[config.mk]
export PLATFORM = sky130hd
export DESIGN_NAME = ac97_link_tx
export DESIGN_NICKNAME = d
export VERILOG_FILES = /design/src/rtl/ac97_tx_pkg.sv /design/src/rtl/ac97_slot_timer.sv /design/src/rtl/ac97_cmd_seq.sv /design/src/rtl/ac97_frame_builder.sv /design/src/rtl/ac97_link_tx.sv
export SDC_FILE = /design/constraint.sdc
export NUM_CORES = 1
export LEC_CHECK = 0
export BUFFER_PORTS_ARGS = -buffer_cell sky130_fd_sc_hd__buf_2
export CAP_MARGIN = 10
export CELL_PAD_IN_SITES_DETAIL_PLACEMENT = 0
export CELL_PAD_IN_SITES_GLOBAL_PLACEMENT = 1
export CORE_UTILIZATION = 35
export CTS_CLUSTER_SIZE = 28
export DETAILED_ROUTE_END_ITERATION = 16
export PLACE_DENSITY_LB_ADDON = 0.1
export SYNTH_ARGS = -nofsm -noshare
export SYNTH_HDL_FRONTEND = slang
export SYNTH_SLANG_ARGS = --single-unit
[constraint.sdc]
create_clock -name bit_clk -period 3.7 [get_ports bit_clk]
set_input_delay 0.555 -clock bit_clk [delete_from_list [all_inputs] [get_ports bit_clk]]
set_output_delay 0.555 -clock bit_clk [all_outputs]
set_load 0.005 [all_outputs]
[src/rtl/ac97_tx_pkg.sv]
package ac97_tx_pkg;
  localparam int TAG_BITS   = 16;
  localparam int SLOT_BITS  = 20;
  localparam int SLOT_COUNT = 13;

  localparam logic [6:0]  IDX_EXT_CTRL = 7'h2A;
  localparam logic [6:0]  IDX_DAC_RATE = 7'h2C;
  localparam logic [6:0]  IDX_MASTER   = 7'h02;
  localparam logic [6:0]  IDX_PCM_OUT  = 7'h18;
  localparam logic [15:0] VAL_VRA_ON   = 16'h0001;
  localparam logic [15:0] VAL_RATE     = 16'h0FA0;

  typedef struct packed {
    logic [6:0]  idx;
    logic [15:0] val;
  } reg_wr_t;

  function automatic logic [SLOT_BITS-1:0] addr_word(input logic [6:0] idx);
    return {1'b0, idx, 12'b0};
  endfunction

  function automatic logic [SLOT_BITS-1:0] data_word(input logic [15:0] val);
    return {val, 4'b0};
  endfunction
endpackage

[src/rtl/ac97_slot_timer.sv]
module ac97_slot_timer #(
  parameter int TAG_BITS   = 16,
  parameter int SLOT_BITS  = 20,
  parameter int SLOT_COUNT = 13,
  localparam int SW = $clog2(SLOT_COUNT),
  localparam int BW = $clog2(SLOT_BITS)
) (
  input  logic          clk,
  input  logic          rst,
  output logic [SW-1:0] slot_idx,
  output logic [BW-1:0] bit_idx,
  output logic          frame_end,
  output logic          sync
);
  localparam int FRAME_LEN = TAG_BITS + (SLOT_COUNT - 1) * SLOT_BITS;
  localparam int FW = $clog2(FRAME_LEN);
  localparam int RW = $clog2(TAG_BITS + 1);

  logic last_slot;
  assign last_slot = (slot_idx == SW'(SLOT_COUNT - 1));
  assign frame_end = last_slot && (bit_idx == '0);
  assign sync      = (slot_idx == '0);

  always_ff @(posedge clk) begin
    if (rst) begin
      slot_idx <= '0;
      bit_idx  <= BW'(TAG_BITS - 1);
    end else if (bit_idx == '0) begin
      if (last_slot) begin
        slot_idx <= '0;
        bit_idx  <= BW'(TAG_BITS - 1);
      end else begin
        slot_idx <= slot_idx + 1'b1;
        bit_idx  <= BW'(SLOT_BITS - 1);
      end
    end else begin
      bit_idx <= bit_idx - 1'b1;
    end
  end

  // independent position and sync-run counters for the checks below
  logic [FW-1:0] pos_q;
  logic [RW-1:0] run_q;
  always_ff @(posedge clk) begin
    if (rst) begin
      pos_q <= '0;
      run_q <= '0;
    end else begin
      pos_q <= (pos_q == FW'(FRAME_LEN - 1)) ? '0 : pos_q + 1'b1;
      run_q <= sync ? run_q + 1'b1 : '0;
    end
  end

  p_frame_len_r1: assert property (@(posedge clk) disable iff (rst)
    frame_end |-> (pos_q == FW'(FRAME_LEN - 1)));
  p_sync_len_r2: assert property (@(posedge clk) disable iff (rst)
    $fell(sync) |-> (run_q == RW'(TAG_BITS)));
endmodule

[src/rtl/ac97_cmd_seq.sv]
module ac97_cmd_seq
  import ac97_tx_pkg::*;
#(
  parameter logic [15:0] INIT_MASTER_VOL = 16'h0404,
  parameter logic [15:0] INIT_PCM_VOL    = 16'h0808
) (
  input  logic       clk,
  input  logic       rst,
  input  logic       frame_end,
  input  logic       codec_ready,
  input  logic       vol_valid,
  output logic       vol_ready,
  input  logic [6:0] vol_index,
  input  logic [15:0] vol_value,
  output logic       cmd_fire,
  output reg_wr_t    cmd,
  output logic       init_done
);
  localparam int STEPS  = 4;
  localparam int STEP_W = $clog2(STEPS);

  logic [STEP_W-1:0] step_q;
  reg_wr_t           init_entry;
  reg_wr_t           hold_q;
  logic              hold_v;

  always_comb begin
    case (step_q)
      STEP_W'(0): init_entry = '{idx: IDX_EXT_CTRL, val: VAL_VRA_ON};
      STEP_W'(1): init_entry = '{idx: IDX_DAC_RATE, val: VAL_RATE};
      STEP_W'(2): init_entry = '{idx: IDX_MASTER,   val: INIT_MASTER_VOL};
      default:    init_entry = '{idx: IDX_PCM_OUT,  val: INIT_PCM_VOL};
    endcase
  end

  assign vol_ready = init_done && !hold_v;
  assign cmd_fire  = frame_end && (init_done ? hold_v : codec_ready);
  assign cmd       = init_done ? hold_q : init_entry;

  always_ff @(posedge clk) begin
    if (rst) begin
      step_q    <= '0;
      init_done <= 1'b0;
      hold_v    <= 1'b0;
      hold_q    <= '0;
    end else begin
      if (frame_end && !init_done && codec_ready) begin
        step_q <= step_q + 1'b1;
        if (step_q == STEP_W'(STEPS - 1)) init_done <= 1'b1;
      end
      if (frame_end && init_done && hold_v) hold_v <= 1'b0;
      if (vol_valid && vol_ready) begin
        hold_v <= 1'b1;
        hold_q <= '{idx: vol_index, val: vol_value};
      end
    end
  end

  p_queue_kept_r10: assert property (@(posedge clk) disable iff (rst)
    (hold_v && !frame_end) |=> (hold_v && $stable(hold_q)));
  p_done_sticky_r6: assert property (@(posedge clk) disable iff (rst)
    init_done |=> init_done);
endmodule

[src/rtl/ac97_frame_builder.sv]
module ac97_frame_builder
  import ac97_tx_pkg::*;
#(
  parameter int TAG_BITS   = 16,
  parameter int SLOT_BITS  = 20,
  parameter int SLOT_COUNT = 13,
  localparam int SW = $clog2(SLOT_COUNT),
  localparam int BW = $clog2(SLOT_BITS)
) (
  input  logic                 clk,
  input  logic                 rst,
  input  logic                 frame_end,
  input  logic                 cmd_fire,
  input  reg_wr_t              cmd,
  input  logic                 pcm_take,
  input  logic [SLOT_BITS-1:0] pcm_left,
  input  logic [SLOT_BITS-1:0] pcm_right,
  input  logic [SW-1:0]        slot_idx,
  input  logic [BW-1:0]        bit_idx,
  output logic                 cmd_live,
  output logic                 sdata
);
  logic                 pcm_live;
  logic [SLOT_BITS-1:0] s1_q, s2_q, left_q, right_q;
  logic [TAG_BITS-1:0]  tag;
  logic [SLOT_BITS-1:0] word;

  always_ff @(posedge clk) begin
    if (rst) begin
      cmd_live <= 1'b0;
      pcm_live <= 1'b0;
      s1_q     <= '0;
      s2_q     <= '0;
      left_q   <= '0;
      right_q  <= '0;
    end else if (frame_end) begin
      cmd_live <= cmd_fire;
      pcm_live <= pcm_take;
      s1_q     <= cmd_fire ? addr_word(cmd.idx) : '0;
      s2_q     <= cmd_fire ? data_word(cmd.val) : '0;
      left_q   <= pcm_take ? pcm_left  : '0;
      right_q  <= pcm_take ? pcm_right : '0;
    end
  end

  assign tag = {cmd_live | pcm_live, cmd_live, cmd_live, pcm_live, pcm_live,
                {(TAG_BITS - 5){1'b0}}};

  always_comb begin
    case (slot_idx)
      SW'(0):  word = SLOT_BITS'(tag);
      SW'(1):  word = s1_q;
      SW'(2):  word = s2_q;
      SW'(3):  word = left_q;
      SW'(4):  word = right_q;
      default: word = '0;
    endcase
  end
  assign sdata = word[bit_idx];

  p_pcm_steady_r7: assert property (@(posedge clk) disable iff (rst)
    !$past(frame_end) |-> ($stable(left_q) && $stable(right_q)));
  p_idle_cmd_zero_r5: assert property (@(posedge clk) disable iff (rst)
    !cmd_live |-> (s1_q == '0 && s2_q == '0));
endmodule

[src/rtl/ac97_link_tx.sv]
module ac97_link_tx
  import ac97_tx_pkg::*;
#(
  parameter logic [15:0] INIT_MASTER_VOL = 16'h0404,
  parameter logic [15:0] INIT_PCM_VOL    = 16'h0808
) (
  input  logic        bit_clk,
  input  logic        rst,
  input  logic        codec_ready,
  input  logic        pcm_valid,
  output logic        pcm_ready,
  input  logic [19:0] pcm_left,
  input  logic [19:0] pcm_right,
  input  logic        vol_valid,
  output logic        vol_ready,
  input  logic [6:0]  vol_index,
  input  logic [15:0] vol_value,
  output logic        sync,
  output logic        sdata_out,
  output logic        init_done
);
  localparam int SW = $clog2(SLOT_COUNT);
  localparam int BW = $clog2(SLOT_BITS);

  logic [SW-1:0] slot_idx;
  logic [BW-1:0] bit_idx;
  logic          frame_end, cmd_fire, cmd_live, pcm_take;
  reg_wr_t       cmd;

  ac97_slot_timer #(.TAG_BITS(TAG_BITS), .SLOT_BITS(SLOT_BITS), .SLOT_COUNT(SLOT_COUNT)) u_timer (
    .clk(bit_clk), .rst(rst), .slot_idx(slot_idx), .bit_idx(bit_idx),
    .frame_end(frame_end), .sync(sync));

  ac97_cmd_seq #(.INIT_MASTER_VOL(INIT_MASTER_VOL), .INIT_PCM_VOL(INIT_PCM_VOL)) u_seq (
    .clk(bit_clk), .rst(rst), .frame_end(frame_end), .codec_ready(codec_ready),
    .vol_valid(vol_valid), .vol_ready(vol_ready), .vol_index(vol_index),
    .vol_value(vol_value), .cmd_fire(cmd_fire), .cmd(cmd), .init_done(init_done));

  assign pcm_ready = frame_end && init_done;
  assign pcm_take  = pcm_ready && pcm_valid;

  ac97_frame_builder #(.TAG_BITS(TAG_BITS), .SLOT_BITS(SLOT_BITS), .SLOT_COUNT(SLOT_COUNT)) u_build (
    .clk(bit_clk), .rst(rst), .frame_end(frame_end), .cmd_fire(cmd_fire), .cmd(cmd),
    .pcm_take(pcm_take), .pcm_left(pcm_left), .pcm_right(pcm_right),
    .slot_idx(slot_idx), .bit_idx(bit_idx), .cmd_live(cmd_live), .sdata(sdata_out));

  logic seen_ready;
  always_ff @(posedge bit_clk) begin
    if (rst) seen_ready <= 1'b0;
    else     seen_ready <= seen_ready | codec_ready;
  end

  p_ready_first_r5: assert property (@(posedge bit_clk) disable iff (rst)
    cmd_live |-> seen_ready);
  p_quiet_tail_r9: assert property (@(posedge bit_clk) disable iff (rst)
    (slot_idx > SW'(4)) |-> !sdata_out);
  p_sync_slot0_r2: assert property (@(posedge bit_clk) disable iff (rst)
    $rose(sync) |-> $past(frame_end));
endmodule

==> flow_summary.yaml <==
outcome:
  status: "complete, no violations"
cts:
  cts_tree: "built"
  cts_resized: 0
  hold_buffers: 0
  root_buffer: "clkbuf_16"
  clock-sinks: 101
  clockBufferDepth: 2
  clk_pin_slew_worst_paths_ns: 0.07
  numCtsBuffers: 9
  cts_setup_buffers: 0
  clk_latency_ns: 0.35
  cts_max_level: 3
floorplan:
  dieArea_sq_um: 13270
  coreArea_sq_um: 12260
  start_util: 0.3657
  ios: 73
  die_h_um: 115.2
  die_w_um: 115.2
  row_count: 40
timing:
  slew-limit-headroom: 0.4678
  maxSlewViolCount: 0
  fin_crit_ns: 3.377
  setup-tns-final_ns: 0
  worst_pin_slew_ns: 0.7964
  skew_ns: 0.008243
  holdWs_ns: 0.4113
  grt_setup_unrepaired: "no"
  final_hold_viol_count: 0
  fmax_mhz: 296.1
  fin_crit_sh: 0.9127
  setup_violations: 0
  layout_setup_ws_ns: 0.3231
worst_setup_path:
  start_kind: "flip-flop"
  cp_slowest_cell: "ha_1"
  critical_path_class: "flip-flop to output pin"
  critPathArrivalTime_ns: 2.82
  cp-end-kind: "output pin"
  crit_chain: "ha_1 > or3b_2 > o221ai_1 > a2111oi_0 > a311oi_1 > and4_1 > buf_2"
  required_ns: 3.14
  cp_slowest_stage_delay_ns: 0.63
  crit_fanout: 19
detailed_routing:
  wl_um: 11720
  vias: 3606
  drt_first_pass_iters: 4
  vias_per_cell: 5.159
  drc_errors: 0
  antenna_left: 0
  first_iter_violations: 221
  avgRoutedWirePerCell_um: 16.77
grt:
  grt_pass1_vias: 3568
  grt_use_met3: 0.05430
  grt_util_met1: 0.2570
  antenna_found_initial: 0
  gr-total-overflow: 0
  grtUsageMet2: 0.2880
  grt_pass1_wl_um: 18940
  busiest_layer: "met2"
  grt_usage: 0.1898
  grt_max_degree: 66
power:
  p_int_mw: 1.674
  power_density_nw_per_um2: 417.9
  switchingPower_mw: 0.4708
  seqPwrFrac: 0.512
  power_mw: 2.145
  switching_share: 0.2195
  clock_power_share: 0.445
  p_leak_nw: 1.954
  vdd_drop_max_mv: 0.2565
  p_comb_frac: 0.043
synthesis:
  yosys_warnings: 0
  synth.ff_latch_count: 101
  synthesis.nets: 558
  synth_edf_count: 0
  syn_area_per_cell_sq_um: 9.362
  syn_area_sq_um: 4484
  async_flop_share: 0
  synthFlopType: "dfxtp_1"
  yosysSeqAreaShare: 0.4509
  ys_types: 54
  synth_cells: 479
final_layout:
  nets: 605
  post-route-util: 0.4186
  area_delta_synth_final_pct: 14.45
  final_cell_area_sq_um: 5132
  fin_cells: 699
  antenna_cells: 0
  drive_above_1_share: 0.2429
placement:
  io_buffers: 72
  post-place-cells: 683
  place.gp.congestion: 0.8437
  dp_slack_ns: 0.6847
  dp_hpwl_um: 8335
  placed_area_sq_um: 4832
worst_hold_path:
  holdCritPathClass: "input pin to flip-flop"
flow_run:
  maxCapViolCount: 0
## worst max-delay path: cells and delay by family (launching register included)
kind,cells,cell delay [ns]
buffers and inverters,1,0.11
flip-flops,1,0.38
AND/OR/NAND/NOR,2,0.77
adder cells (fa/ha/maj),1,0.63
AO/OA/AOI/OAI,3,0.58
## layout make-up
| type | count | area, sq um |
|---|---|---|
| clock buffer | 10 | 239.0 |
| clock inverter | 6 | 61.31 |
| fill | 1213 | 7129 |
| inverter | 15 | 56.30 |
| multi-input combinational | 322 | 2133 |
| sequential | 101 | 2022 |
| tap | 168 | 210.2 |
| timing repair buffer | 77 | 410.4 |
## layout by cell type (no fill, tap or decap), types with 3 or more instances in the layout
master,count
a2111oi_0,5
a211oi_1,3
a21oi_1,42
a221oi_1,3
a22o_1,23
a22o_2,22
a22o_4,4
a22oi_1,15
and2_1,3
buf_2,72
buf_4,4
clkbuf_16,9
clkinv_2,3
dfxtp_1,101
ha_1,11
inv_1,15
mux2i_1,10
nand2_1,79
nand3_1,7
nand3b_1,3
nor2_1,14
nor2b_1,4
nor3_1,8
nor4_1,3
o2111ai_1,3
o211ai_1,6
o21ai_0,19
o221ai_1,4
## final timing paths
kind | startpoint | endpoint | slack, ns | cells past startpoint
worst max register to register | u_timer.bit_idx[1] | u_build.right_q[0] | 1.01 | 7
worst min-delay path | pcm_right[19] | u_build.right_q[19] | 0.41 | 2
worst max-delay path | u_timer.slot_idx[0] | sdata_out | 0.32 | 7
worst min register to register | u_build.cmd_live | u_build.cmd_live | 0.45 | 2
## power groups by stage
stage | Sequential (mW) | Clock (mW) | Combinational (mW)
3_5_place_dp | 1.12 | 0 | 0.0927
2_1_floorplan | 1.12 | 0 | 0.0505
5_1_grt | 1.10 | 1.04 | 0.102
4_1_cts | 1.10 | 0.987 | 0.0932
3_3_place_gp | 1.12 | 0 | 0.0927
6_report | 1.10 | 0.955 | 0.0923
## sequential cells by signal, summed over array words and instances (netlist names), 2 cells and up
signal,count
u_build.left_q,20
u_build.right_q,20
u_build.s1_q,7
u_build.s2_q,16
u_seq.hold_q,23
u_seq.step_q,2
u_timer.bit_idx,5
u_timer.slot_idx,4
## cells in the mapped netlist, types with 2 or more instances
cell | instances | share of area
nor2_1 | 14 | 0.012
dfxtp_1 | 101 | 0.45
nand2b_1 | 2 | 0.0028
a311oi_1 | 2 | 0.0039
o21ai_0 | 19 | 0.021
nor2_2 | 2 | 0.0028
a22o_1 | 23 | 0.045
nand2_1 | 79 | 0.066
and2_1 | 3 | 0.0042
o221ai_1 | 4 | 0.0078
nor2b_1 | 4 | 0.0056
a21oi_1 | 42 | 0.047
buf_2 | 10 | 0.011
buf_1 | 3 | 0.0025
a22o_2 | 22 | 0.049
a221oi_1 | 3 | 0.0059
buf_12 | 5 | 0.022
clkbuf_1 | 19 | 0.016
o2111ai_1 | 3 | 0.0059
xnor2_1 | 2 | 0.0039
nand3_1 | 7 | 0.0078
buf_6 | 4 | 0.010
o211ai_1 | 6 | 0.010
nor4_1 | 3 | 0.0042
ha_1 | 11 | 0.031
xor2_1 | 2 | 0.0039
mux2i_1 | 10 | 0.022
a22oi_1 | 15 | 0.025
nor3_1 | 8 | 0.0089
a22o_4 | 4 | 0.016
a2111oi_0 | 5 | 0.0098
a211oi_1 | 3 | 0.0050
nand3b_1 | 3 | 0.0050
a31oi_1 | 2 | 0.0028
inv_1 | 15 | 0.013
## cell families after synthesis
kind of cell / after synthesis / synth area share
AOI/OAI and AO/OA: 160 / 0.2665
xor gates and xnor gates: 4 / 0.007814
adders and majority gates: 11 / 0.03069
buffers and inverters: 56 / 0.07450
DFF: 101 / 0.4509
muxes: 11 / 0.02483
and+or+nand+nor: 136 / 0.1448
## per-layer routing
layer  up-vias  share of wire  wire length [um]
met3        17          0.053               620
li1       1835              -                 -
met5         -              0                 0
met1      1660           0.49              5716
met4         0          0.018               209
met2        94           0.44              5174
(Power assumes the default switching activity.)
